**src/rtl/sfr_read.sv**
```systemverilog
module sfr_read #(
  parameter int AW   = 12,
  parameter int SYNC = 2
) (
  input  logic          clk,
  input  logic          rst_n,
  input  logic          cfg_ext_addr,
  input  logic          cs_n,
  input  logic          sck,
  input  logic          si,
  output logic          so,
  output logic          so_oe,
  output logic          mem_rd_en,
  output logic [AW-1:0] mem_addr,
  input  logic [7:0]    mem_rdata
);

  typedef enum logic [1:0] {ST_CMD, ST_ADDR, ST_DATA, ST_BAD} state_t;

  logic [SYNC:0]   sck_sh;
  logic [SYNC-1:0] cs_sh;
  logic [SYNC-1:0] si_sh;

  logic sck_rise, sck_fall, cs_hi, si_s;

  assign sck_rise = sck_sh[SYNC-1] & ~sck_sh[SYNC];
  assign sck_fall = ~sck_sh[SYNC-1] & sck_sh[SYNC];
  assign cs_hi    = cs_sh[SYNC-1];
  assign si_s     = si_sh[SYNC-1];

  state_t        state;
  logic [5:0]    cnt;
  logic [5:0]    alen;
  logic [6:0]    cmd;
  logic [AW-2:0] addr_sh;
  logic [2:0]    bidx;
  logic [6:0]    sh;
  logic [7:0]    nxt;
  logic          rd_pend;
  logic [7:0]    opc;

  assign opc = {cmd, si_s};

  always_ff @(posedge clk or negedge rst_n) begin
    if (!rst_n) begin
      sck_sh <= '0;
      cs_sh  <= '1;
      si_sh  <= '0;
    end else begin
      sck_sh <= {sck_sh[SYNC-1:0], sck};
      cs_sh  <= {cs_sh[SYNC-2:0], cs_n};
      si_sh  <= {si_sh[SYNC-2:0], si};
    end
  end

  always_ff @(posedge clk or negedge rst_n) begin
    if (!rst_n) begin
      state     <= ST_CMD;
      cnt       <= '0;
      alen      <= 6'd24;
      cmd       <= '0;
      addr_sh   <= '0;
      bidx      <= '0;
      sh        <= '0;
      nxt       <= '0;
      rd_pend   <= 1'b0;
      so        <= 1'b0;
      so_oe     <= 1'b0;
      mem_rd_en <= 1'b0;
      mem_addr  <= '0;
    end else begin
      mem_rd_en <= 1'b0;
      rd_pend   <= mem_rd_en;
      if (rd_pend) nxt <= mem_rdata;
      if (cs_hi) begin
        state <= ST_CMD;
        cnt   <= '0;
        bidx  <= '0;
        so_oe <= 1'b0;
      end else begin
        case (state)
          ST_CMD: if (sck_rise) begin
            cmd <= opc[6:0];
            cnt <= cnt + 6'd1;
            if (cnt == 6'd7) begin
              cnt <= '0;
              if (opc == 8'h03) begin
                alen  <= cfg_ext_addr ? 6'd32 : 6'd24;
                state <= ST_ADDR;
              end else if (opc == 8'h13) begin
                alen  <= 6'd32;
                state <= ST_ADDR;
              end else begin
                state <= ST_BAD;
              end
            end
          end
          ST_ADDR: if (sck_rise) begin
            addr_sh <= {addr_sh[AW-3:0], si_s};
            cnt     <= cnt + 6'd1;
            if (cnt == alen - 6'd1) begin
              mem_addr  <= {addr_sh, si_s};
              mem_rd_en <= 1'b1;
              cnt       <= '0;
              bidx      <= '0;
              state     <= ST_DATA;
            end
          end
          ST_DATA: if (sck_fall) begin
            so_oe <= 1'b1;
            bidx  <= bidx + 3'd1;
            if (bidx == 3'd0) begin
              so        <= nxt[7];
              sh        <= nxt[6:0];
              mem_addr  <= mem_addr + 1'b1;
              mem_rd_en <= 1'b1;
            end else begin
              so <= sh[6];
              sh <= {sh[5:0], 1'b0};
            end
          end
          default: ;
        endcase
      end
    end
  end

endmodule

```
**config.mk**
```make
export PLATFORM = sky130hd
export DESIGN_NAME = sfr_read
export DESIGN_NICKNAME = d
export VERILOG_FILES = /design/src/rtl/sfr_read.sv
export SDC_FILE = /design/constraint.sdc
export NUM_CORES = 1
export LEC_CHECK = 0
export CORE_MARGIN = 2
export CORE_UTILIZATION = 40
export DETAILED_ROUTE_END_ITERATION = 7
export SETUP_SLACK_MARGIN = 0.1
export SLEW_MARGIN = 40
export SYNTH_ARGS = -nofsm -noshare
export SYNTH_HDL_FRONTEND = slang
export SYNTH_SLANG_ARGS = --single-unit
```
**constraint.sdc**
```tcl
create_clock -name clk -period 3.95 [get_ports clk]
set_input_delay 0.79 -clock clk [delete_from_list [all_inputs] [get_ports clk]]
set_output_delay 0.79 -clock clk [all_outputs]
set_load 0.02 [all_outputs]
```
# Word-level counts from Yosys, hierarchy flattened
# Cells that the tools add are included.
[classes] addsub=4 mul=0 div=0 order_cmp=0 n_eq_ne=15 shifts=0 n_mux=38 bitwise=5 reduce_logical=17
[op_table] op="$mux 12" count=4
[op_table] op="$mux 6" count=8
[op_table] op="$pmux 12 s2" count=1
[op_table] op="$ne 3x3->1 const B" count=5
[op_table] op="$mux 2" count=7
[op_table] op="$add 12x1->12 const B" count=1
[op_table] op="$mux 3" count=4
[op_table] op="$pmux 6 s2" count=1
[op_table] op="$reduce_and 3->1" count=4
[op_table] op="$reduce_and 5->1" count=2
[op_table] op="$mux 1" count=9
[op_table] op="$eq 8x2->1 const B" count=1
[op_table] op="$eq 8x5->1 const B" count=1
[op_table] op="$ne 2x2->1 const B" count=4
[op_table] op="$reduce_bool 2->1" count=4
[op_table] op="$mux 7" count=1
[op_table] op="$add 6x1->6 const B" count=1
[op_table] op="$eq 6x3->1 const B" count=1
[op_table] op="$eq 6x6->1" count=1
[op_table] op="$pmux 3 s2" count=1
[op_table] op="$reduce_and 6->1" count=1
[op_table] op="$reduce_bool 3->1" count=2
[op_table] op="$sub 6x1->6 const B" count=1
[op_table] op="$pmux 2 s2" count=1
[op_table] op="other kinds (10)" count=13
[totals] register_bits=73 latchBits=0 ram_bits=0 mem_bits_ro=0 inputBits=14 out_inout_bits=15 word_cells=95 mem_count=0

# Longest topological paths before layout
# Gate-level depths: netlist (run 1).
[logic_depth] depth_word=7 ltp_mapped=9 depth_no_buf=7

# Worst setup path after synthesis (run 1)
# No wires, ideal clock.
[synth_path] path_type="reg-to-reg" startpoint="register state[0]" endpoint="register mem_addr[9]" setup_time_ns=0.141 arrival_time_ns=1.758 required_time_ns=3.809 slack_ns=2.051 stages_incl_launch_ff=10 n_path_buf=2 synth_period_minus_slack_ns=1.899 path_cell_list="dfrtp_1 inv_1 ha_1 and3b_1 clkbuf_1 a22o_1 o211ai_1 buf_4 mux2i_1 o311ai_1"
[synth_between] elab_chain_len=3 word_cells_on_any_way=9 classes_between="6 x eq/ne; 1 x mux; 2 x reduce/logical"
[synth_rtl] item="start, declared" line_no="31" rtl="state_t state;"
[synth_rtl] item="start signal, assigned" line_no="58" rtl="state <= ST_CMD;"
[synth_rtl] item="start signal, assigned" line_no="76" rtl="state <= ST_CMD;"
[synth_rtl] item="start signal, assigned" line_no="89" rtl="state <= ST_ADDR;"
[synth_rtl] item="$eq 2x2->1 / $eq 2x1->1 (equally long branches)" line_no="81" rtl="case (state)"
[synth_rtl] item="$ne 2x2->1 (no source line) / $reduce_bool 2->1 (equally long branches)"
[synth_rtl] item="$reduce_and 6->1 (no source line)"
[synth_rtl] item="end signal, assigned" line_no="102" rtl="mem_addr <= {addr_sh, si_s};"
[synth_rtl] item="end signal, assigned" line_no="115" rtl="mem_addr <= mem_addr + 1'b1;"
[synth_rtl] item="end, declared" line_no="14" rtl="output logic [AW-1:0] mem_addr,"
# Several ways; a longest one is shown, not always the timed one.
# A chain may end at the register's enable or synchronous reset.

# Final worst setup path (run 1)
[layout_path] startpoint="register state[0]" endpoint="register mem_addr[11]"
# The elaborated chain is that of the path after synthesis.

==> results.txt, run 1 <==
----------------------------------------------------
[STA]
  Unrepaired setup endpoints after global routing ... no
  Final setup slack of the worst path ... 1.65 ns
  Relative slew slack ... 0.622
  Worst hold slack after final layout ... 0.350 ns
  Final slew viol count ... 0
  Count of endpoints failing hold in the final timing report ... 0
  Number of failing setup endpoints in the final timing report ... 0
  Worst-margin pin slew ... 0.566 ns
  Fmax ... 0.435 GHz
  Sum of negative setup slack ... 0 ns
  Final Skew ... 0.0132 ns
  Shortest clock period the worst path allows after layout ... 2.30 ns
  Final critical-path share of the clock period ... 0.582

[Power and ir drop]
  Maximum VDD drop ... 387 uV
  Sw Share ... 0.338
  Clock power frac ... 0.236
  Internal power ... 1.62 mW
  Sequential fraction of design power ... 0.440
  Pwr Density ... 630 nW/um^2
  Leakage power ... 1.72 nW
  Comb power frac ... 0.324
  Reported net switching power ... 0.829 mW

[Floorplan]
  Die Ht ... 94.8 um
  Horizontal extent of the die ... 94.8 um
  Row cnt ... 33
  Starting utilization of the core area ... 0.407
  Area of the die ... 8980 um^2
  Boundary pin count ... 29
  Area inside the core boundary ... 8090 um^2

[Worst setup path]
  Worst Setup Start Kind ... register
  Family with the most delay on the worst path ... buffers and inverters
  Worst Path Buf+Inv ... 3
  Arrival time of the worst setup path ... 2.50 ns
  Critical Path Slowest Stage Cell ... dfrtp_1
  Type of the worst setup path ... register to register
  Most frequent cell on the critical path ... buf_4
  CP required ... 4.16 ns
  Maximum single-stage delay on the critical path ... 0.40 ns
  Worst setup EP type ... register
  Worst Path Max Fanout ... 31
  Cells along the critical path ... inv_1 > ha_1 > buf_4 > and3b_1 > a22o_1 > o211ai_1 > buf_4 > nor3_1 > a311oi_1

[Logic synthesis]
  Synthesized net count ... 327
  Share of async-settable or async-resettable flops after synthesis ... 1.00
  Syn. warnings ... 0
  Mean instance size in the synthesized netlist ... 10.8 um^2
  EDFF count, synth ... 0
  Sequential-to-total area share from yosys stat ... 0.525
  Primary flip-flop cell chosen by synthesis mapping ... dfrtp_1
  Number of standard cells after synthesis ... 306
  Number of synthesized register bits ... 69
  Summed instance area of the synthesized netlist ... 3300 um^2
  Post-synth cell types ... 56

[Drt]
  Routed via count divided by cell count ... 5.30
  Number of routed nets with antenna violations ... 0
  First-pass iteration count of the detailed router ... 4
  Routed WL per cell ... 14.0 um
  Starting DRC count in detailed routing ... 143
  Vias after detailed routing ... 2364
  Total wirelength of the detailed-routed design ... 6.25 mm
  Number of remaining DRC errors ... 0

[Place]
  Final weighted congestion in routability-driven placement ... 0.754
  Post-detailed-placement half-perimeter wirelength ... 4.41 mm
  Count of buffers from port buffering ... 28
  Worst slack after detailed placement ... 1.66 ns

[CTS]
  Clock transition at path regs ... 0.07 ns
  Buffer depth of the longest clock path ... 2
  Number of buffers inserted to repair setup after CTS ... 0
  Sink Count ... 69
  Number of buffers inserted during clock tree synthesis ... 9
  Latest clock arrival within the worst-skew pair ... 0.34 ns
  Clock root cell ... clkbuf_8
  # hold bufs at CTS ... 0
  H-Tree Depth ... 3
  TritonCTS clock tree ... built
  Count of instances resized after the clock tree is built ... 0

[GRT]
  Antenna violations before repair ... 0
  Final global-route overflow total ... 0
  Total global-route track usage ... 0.156
  Vias in the first global route ... 2260
  Wire length of the first global-routing pass ... 11.0 mm
  Largest net degree at the start of global routing ... 43

[Layout]
  Leading cell type in the layout, fill and taps excluded ... dfrtp_1
  Total inserted antenna cells ... 0
  Seq. cell area ... 1730 um^2
  Growth of design area from synthesis to finish ... 18.0%
  Fin nets ... 357
  Proportion of layout cells with a drive suffix above 1 ... 0.161
  Total of fill cells in the finished design ... 789
  Footprint of the multi-input gates ... 1470 um^2
  Commonest cells after routing, fill and taps aside ... dfrtp_1 (66), nor2_1 (31), clkdlybuf4s50_1 (27)

[Worst hold path]
  Class of the tightest hold or removal check ... register to register

[Job]
  Max Cap Viol ... 0

[Run status]
  Run status ... completed

----------------------------------------------------
[final cells by class]
cell class	instances	area share
clock buffer	12	0.0399
clock inverter	4	0.0122
inverter	10	0.00965
multi-input combinational	213	0.379
sequential	69	0.445
tap	105	0.0338
timing repair buffer	33	0.0811
[power groups by stage]
| stage | Sequential, mW | Combinational (mW) | Clock, mW |
|---|---|---|---|
| global route | 1.11 | 0.896 | 0.629 |
| global placement | 1.08 | 0.794 | 0 |
| finish | 1.08 | 0.795 | 0.578 |
| detailed placement | 1.09 | 0.804 | 0 |
| floorplan | 1.11 | 0.493 | 0 |
| CTS | 1.08 | 0.807 | 0.598 |
[state kept, by name, summed over array words and instances (netlist names)]
| signal | count |
|---|---|
| mem_addr | 12 |
| addr_sh | 11 |
| nxt | 8 |
| cmd | 7 |
| sh | 7 |
| cnt | 6 |
| bidx | 3 |
| sck_sh | 3 |
| alen | 2 |
| cs_sh | 2 |
| si_sh | 2 |
| state | 2 |
| mem_rd_en | 1 |
| rd_pend | 1 |
| so | 1 |
| so_oe | 1 |
[worst register-to-register path: stages, from the launching register on]
cell	delay, ns
dfrtp_1	0.40
inv_1	0.12
ha_1	0.16
buf_4	0.30
and3b_1	0.31
a22o_1	0.20
o211ai_1	0.11
buf_4	0.22
nor3_1	0.22
a311oi_1	0.12
[kinds of logic after synthesis]
kind of cell / after synthesis / synth area share
buf+inv: 24 / 0.0292
simple gates: 92 / 0.141
fa+ha+maj: 7 / 0.0266
flops: 69 / 0.525
compound gates: 75 / 0.151
xor+xnor: 4 / 0.0106
mux: 35 / 0.117
[final timing paths]
path                                start            to  slack [ns]  cells after the start
worst max-delay path             state[0]  mem_addr[11]        1.65                      9
worst min-delay path            sck_sh[0]     sck_sh[1]        0.35                      0
worst max register to register   state[0]  mem_addr[11]        1.65                      9
worst min register to register  sck_sh[0]     sck_sh[1]        0.35                      0
max in group asynchronous           rst_n   mem_addr[8]        2.92                      2
min in group asynchronous           rst_n        cnt[0]        0.43                      1
[metal layers]
metal | track usage | routed length, um | up-vias
met5 | 0 | 0 | -
met4 | 0.0471 | 77 | 0
met3 | 0.0455 | 296 | 8
met2 | 0.235 | 2810 | 43
met1 | 0.219 | 3070 | 1145
li1 | - | - | 1168
[metrics by stage]
stage          cell area [um^2]  total power, mW  utilization  instances
3_3_place_gp               3680             1.88        0.455        430
2_1_floorplan              3300             1.61            -        306
3_5_place_dp               3690             1.90        0.456        430
5_1_grt                    3890             2.64        0.481        446
6_report                   3890             2.45        0.481        446
4_1_cts                    3890             2.48        0.481        446
[Yosys cell counts (all sizes together) (5+ instances only)]
master	n	area [um^2]
mux2	26	293
nor2	32	120
buf	5	25.0
ha	7	87.6
dfrtp	66	1650
inv	10	37.5
o22a	7	61.3
o21ai	14	70.1
nand3	8	40.0
mux2i	9	93.8
nand2	18	67.6
a21oi	23	115
nand2b	5	31.3
clkbuf	9	33.8
(Power assumes the default switching activity.)
==> run 2: changes to the inputs <==
- clock period: 3.95 -> 2.2 ns (I/O delays scaled with it)
==> run 2 against run 1 <==
  * Clock power increased by 78%
  * Register-to-register slack got worse by 1.5 ns
  * Clock skew decreased by 0.0073 ns
  * Global-route usage increased by 0.62 points
  * Flip-flop and latch count unchanged
  * Final area increased by 3.2%
  * Critical path depth decreased by 1
  * Clock-buffer cell count decreased by 3
  * Non-clock buffer count increased by 12
  * Critical path type unchanged
==> results.txt, run 2 (synthesis gave the netlist of run 1 again) <==
----------------------------------------------------
[Run status]
  Run status ... completed

[Worst setup path]
  Cell count of the worst reg-to-reg path ... 8 (-1)
  Worst Path Buf+Inv ... 3 (unchanged)
  Depth of the critical timing path with buffers and inverters included ... 8 (-1)
  Maximum single-stage delay on the critical path ... 0.41 ns (about the same)
  Arrival time of the worst setup path ... 2.26 ns (-0.24 ns)
  Worst Setup Start Kind ... register
  Family with the most delay on the worst path ... compound AO/OA/AOI/OAI gates
  Reg-to-reg setup timing slack ... 0.17 ns (-1.48 ns)
  Type of the worst setup path ... register to register
  Capture point of the worst reg-to-reg path ... mem_addr[8]
  Critical Path Slowest Stage Cell ... dfrtp_1
  Worst setup EP type ... register
  Worst Path Max Fanout ... 9 (-71%)
  Capturing instance or port of the critical path ... mem_addr[8]
  Cells along the critical path ... inv_1 > ha_2 > and3b_2 > a22o_1 > o211ai_1 > buf_4 > buf_2 > o22a_1
  Worst setup path startpoint ... state[0]
  CP required ... 2.44 ns (-1.72 ns)
  Worst reg2reg path startpoint ... state[0]

[STA]
  Unrepaired setup endpoints after global routing ... no
  Final Skew ... 0.00591 ns (-0.00726 ns)
  Count of endpoints failing hold in the final timing report ... 0 (unchanged)
  Fmax ... 0.493 GHz (+13%)
  Relative slew slack ... 0.744 (+0.123)
  Final slew viol count ... 0 (unchanged)
  Worst-margin pin slew ... 0.381 ns (-0.185 ns)
  Number of failing setup endpoints in the final timing report ... 0 (unchanged)
  Final critical-path share of the clock period ... 0.921 (+0.339)
  Sum of negative setup slack ... 0 ns (unchanged)
  Shortest clock period the worst path allows after layout ... 2.03 ns (-0.272 ns)

[CTS]
  Number of buffers inserted during clock tree synthesis ... 9 (unchanged)
  H-Tree Depth ... 3 (unchanged)
  Clock root cell ... clkbuf_8
  Clock transition at path regs ... 0.07 ns (about the same)
  TritonCTS clock tree ... built
  Latest clock arrival within the worst-skew pair ... 0.35 ns (about the same)
  # hold bufs at CTS ... 0 (unchanged)
  Buffer depth of the longest clock path ... 2 (unchanged)
  Sink Count ... 69 (unchanged)

[Place]
  Post-detailed-placement half-perimeter wirelength ... 4.43 mm (+0.45%)
  Count of buffers from port buffering ... 28 (unchanged)
  Final weighted congestion in routability-driven placement ... 0.806 (+6.9%)

[Floorplan]
  Area of the die ... 8980 um^2 (unchanged)
  Boundary pin count ... 29 (unchanged)
  Horizontal extent of the die ... 94.8 um (unchanged)
  Area inside the core boundary ... 8090 um^2 (unchanged)
  Row cnt ... 33 (unchanged)
  Die Ht ... 94.8 um (unchanged)
  Starting utilization of the core area ... 0.407 (unchanged)

[Drt]
  Routed WL per cell ... 14.6 um (+4.4%)
  First-pass iteration count of the detailed router ... 4 (unchanged)
  Starting DRC count in detailed routing ... 145 (+1.4%)
  Vias after detailed routing ... 2438 (+3.1%)
  Routed via count divided by cell count ... 5.32 (+0.43%)
  Number of routed nets with antenna violations ... 0 (unchanged)
  Number of remaining DRC errors ... 0 (unchanged)
  Total wirelength of the detailed-routed design ... 6.70 mm (+7.2%)

[Layout]
  Registers with the highest flip-flop counts ... mem_addr (12), addr_sh (11), nxt (8)
  Proportion of layout cells with a drive suffix above 1 ... 0.204 (+0.0427)
  Total of fill cells in the finished design ... 789 (unchanged)
  Seq. cell area ... 1730 um^2 (unchanged)
  Leading cell type in the layout, fill and taps excluded ... dfrtp_1
  Commonest cells after routing, fill and taps aside ... dfrtp_1 (66), nor2_1 (32), clkdlybuf4s50_1 (27)
  Fin nets ... 369 (+3.4%)
  Flip-flop count of the largest register, all copies and words added ... 12 (unchanged)
  Total inserted antenna cells ... 0 (unchanged)
  Footprint of the multi-input gates ... 1500 um^2 (+1.7%)
  Growth of design area from synthesis to finish ... 21.7%
  Most flops, register ... mem_addr

[Power and ir drop]
  Sequential fraction of design power ... 0.432 (-0.008)
  Sw Share ... 0.349 (+0.0102)
  Comb power frac ... 0.338 (+0.014)
  Leakage power ... 1.77 nW (+3.0%)
  Maximum VDD drop ... 572 uV (+48%)
  Clock power frac ... 0.230 (-0.006)
  Pwr Density ... 1120 nW/um^2 (+77%)
  Internal power ... 2.92 mW (+80%)
  Total power consumption of the routed design ... 4.48 mW (+83%)
  Reported net switching power ... 1.56 mW (+88%)

[GRT]
  Wire length of the first global-routing pass ... 11.3 mm (+3.3%)
  Final global-route overflow total ... 0 (unchanged)
  Antenna violations before repair ... 0 (unchanged)
  Total global-route track usage ... 0.162 (+0.00616)
  Vias in the first global route ... 2404 (+6.4%)
  Largest net degree at the start of global routing ... 70 (+63%)

[Worst hold path]
  Class of the tightest hold or removal check ... input port to async pin

[Job]
  Max Cap Viol ... 0 (unchanged)

----------------------------------------------------
run 2: stage by stage:
step	worst slack (ns)	hold WS, ns	utilization	cells	instance area (um^2)
4_1_cts	0.112	0.113	0.487	452	3940
6_report	0.173	0.104	0.496	458	4010
5_1_grt	0.0906	0.127	0.496	458	4010
3_5_place_dp	0.0912	0.336	0.462	436	3740
2_1_floorplan	0.301	0.144	-	306	3300
3_3_place_gp	0.190	0.335	0.462	436	3740
run 2: layout make-up:
class | count | share of cell area
tap | 105 | 0.0327
sequential | 69 | 0.431
multi-input combinational | 213 | 0.373
clock inverter | 7 | 0.0187
inverter | 10 | 0.00935
timing repair buffer | 45 | 0.104
clock buffer | 9 | 0.0309
run 2: worst min-delay path by stage:
stage / to / start / depth (start not counted)
floorplan: addr_sh[0] / rst_n / 0
global placement: sck_sh[1] / sck_sh[0] / 0
detailed placement: si_sh[1] / si_sh[0] / 0
CTS: cnt[1] / rst_n / 2
global route: nxt[7] / rst_n / 2
finish: cnt[1] / rst_n / 2
run 2: repair_timing:
item                                    in CTS  in global routing
resized for setup                            1                  6
cloned                                       0                  1
setup buffers                                0                  5
pin swaps                                    0                  1
hold endpoints to repair                     0                  0
endpoints found under the setup margin       7                 12
run 2: routing by layer:
metal | wire, um | global-route usage | share of wire
met1 | 3140 | 0.214 | 0.47
met2 | 3160 | 0.252 | 0.47
met3 | 321 | 0.0551 | 0.048
met4 | 81 | 0.0507 | 0.012
met5 | 0 | 0 | 0
run 2: power by group through the flow:
| stage | registers [mW] | logic [mW] | clock network [mW] |
|---|---|---|---|
| finish | 1.93 | 1.51 | 1.03 |
| CTS | 1.94 | 1.48 | 1.07 |
| global route | 1.99 | 1.69 | 1.12 |
| global placement | 1.95 | 1.44 | 0 |
| detailed placement | 1.96 | 1.46 | 0 |
| floorplan | 2.00 | 0.885 | 0 |
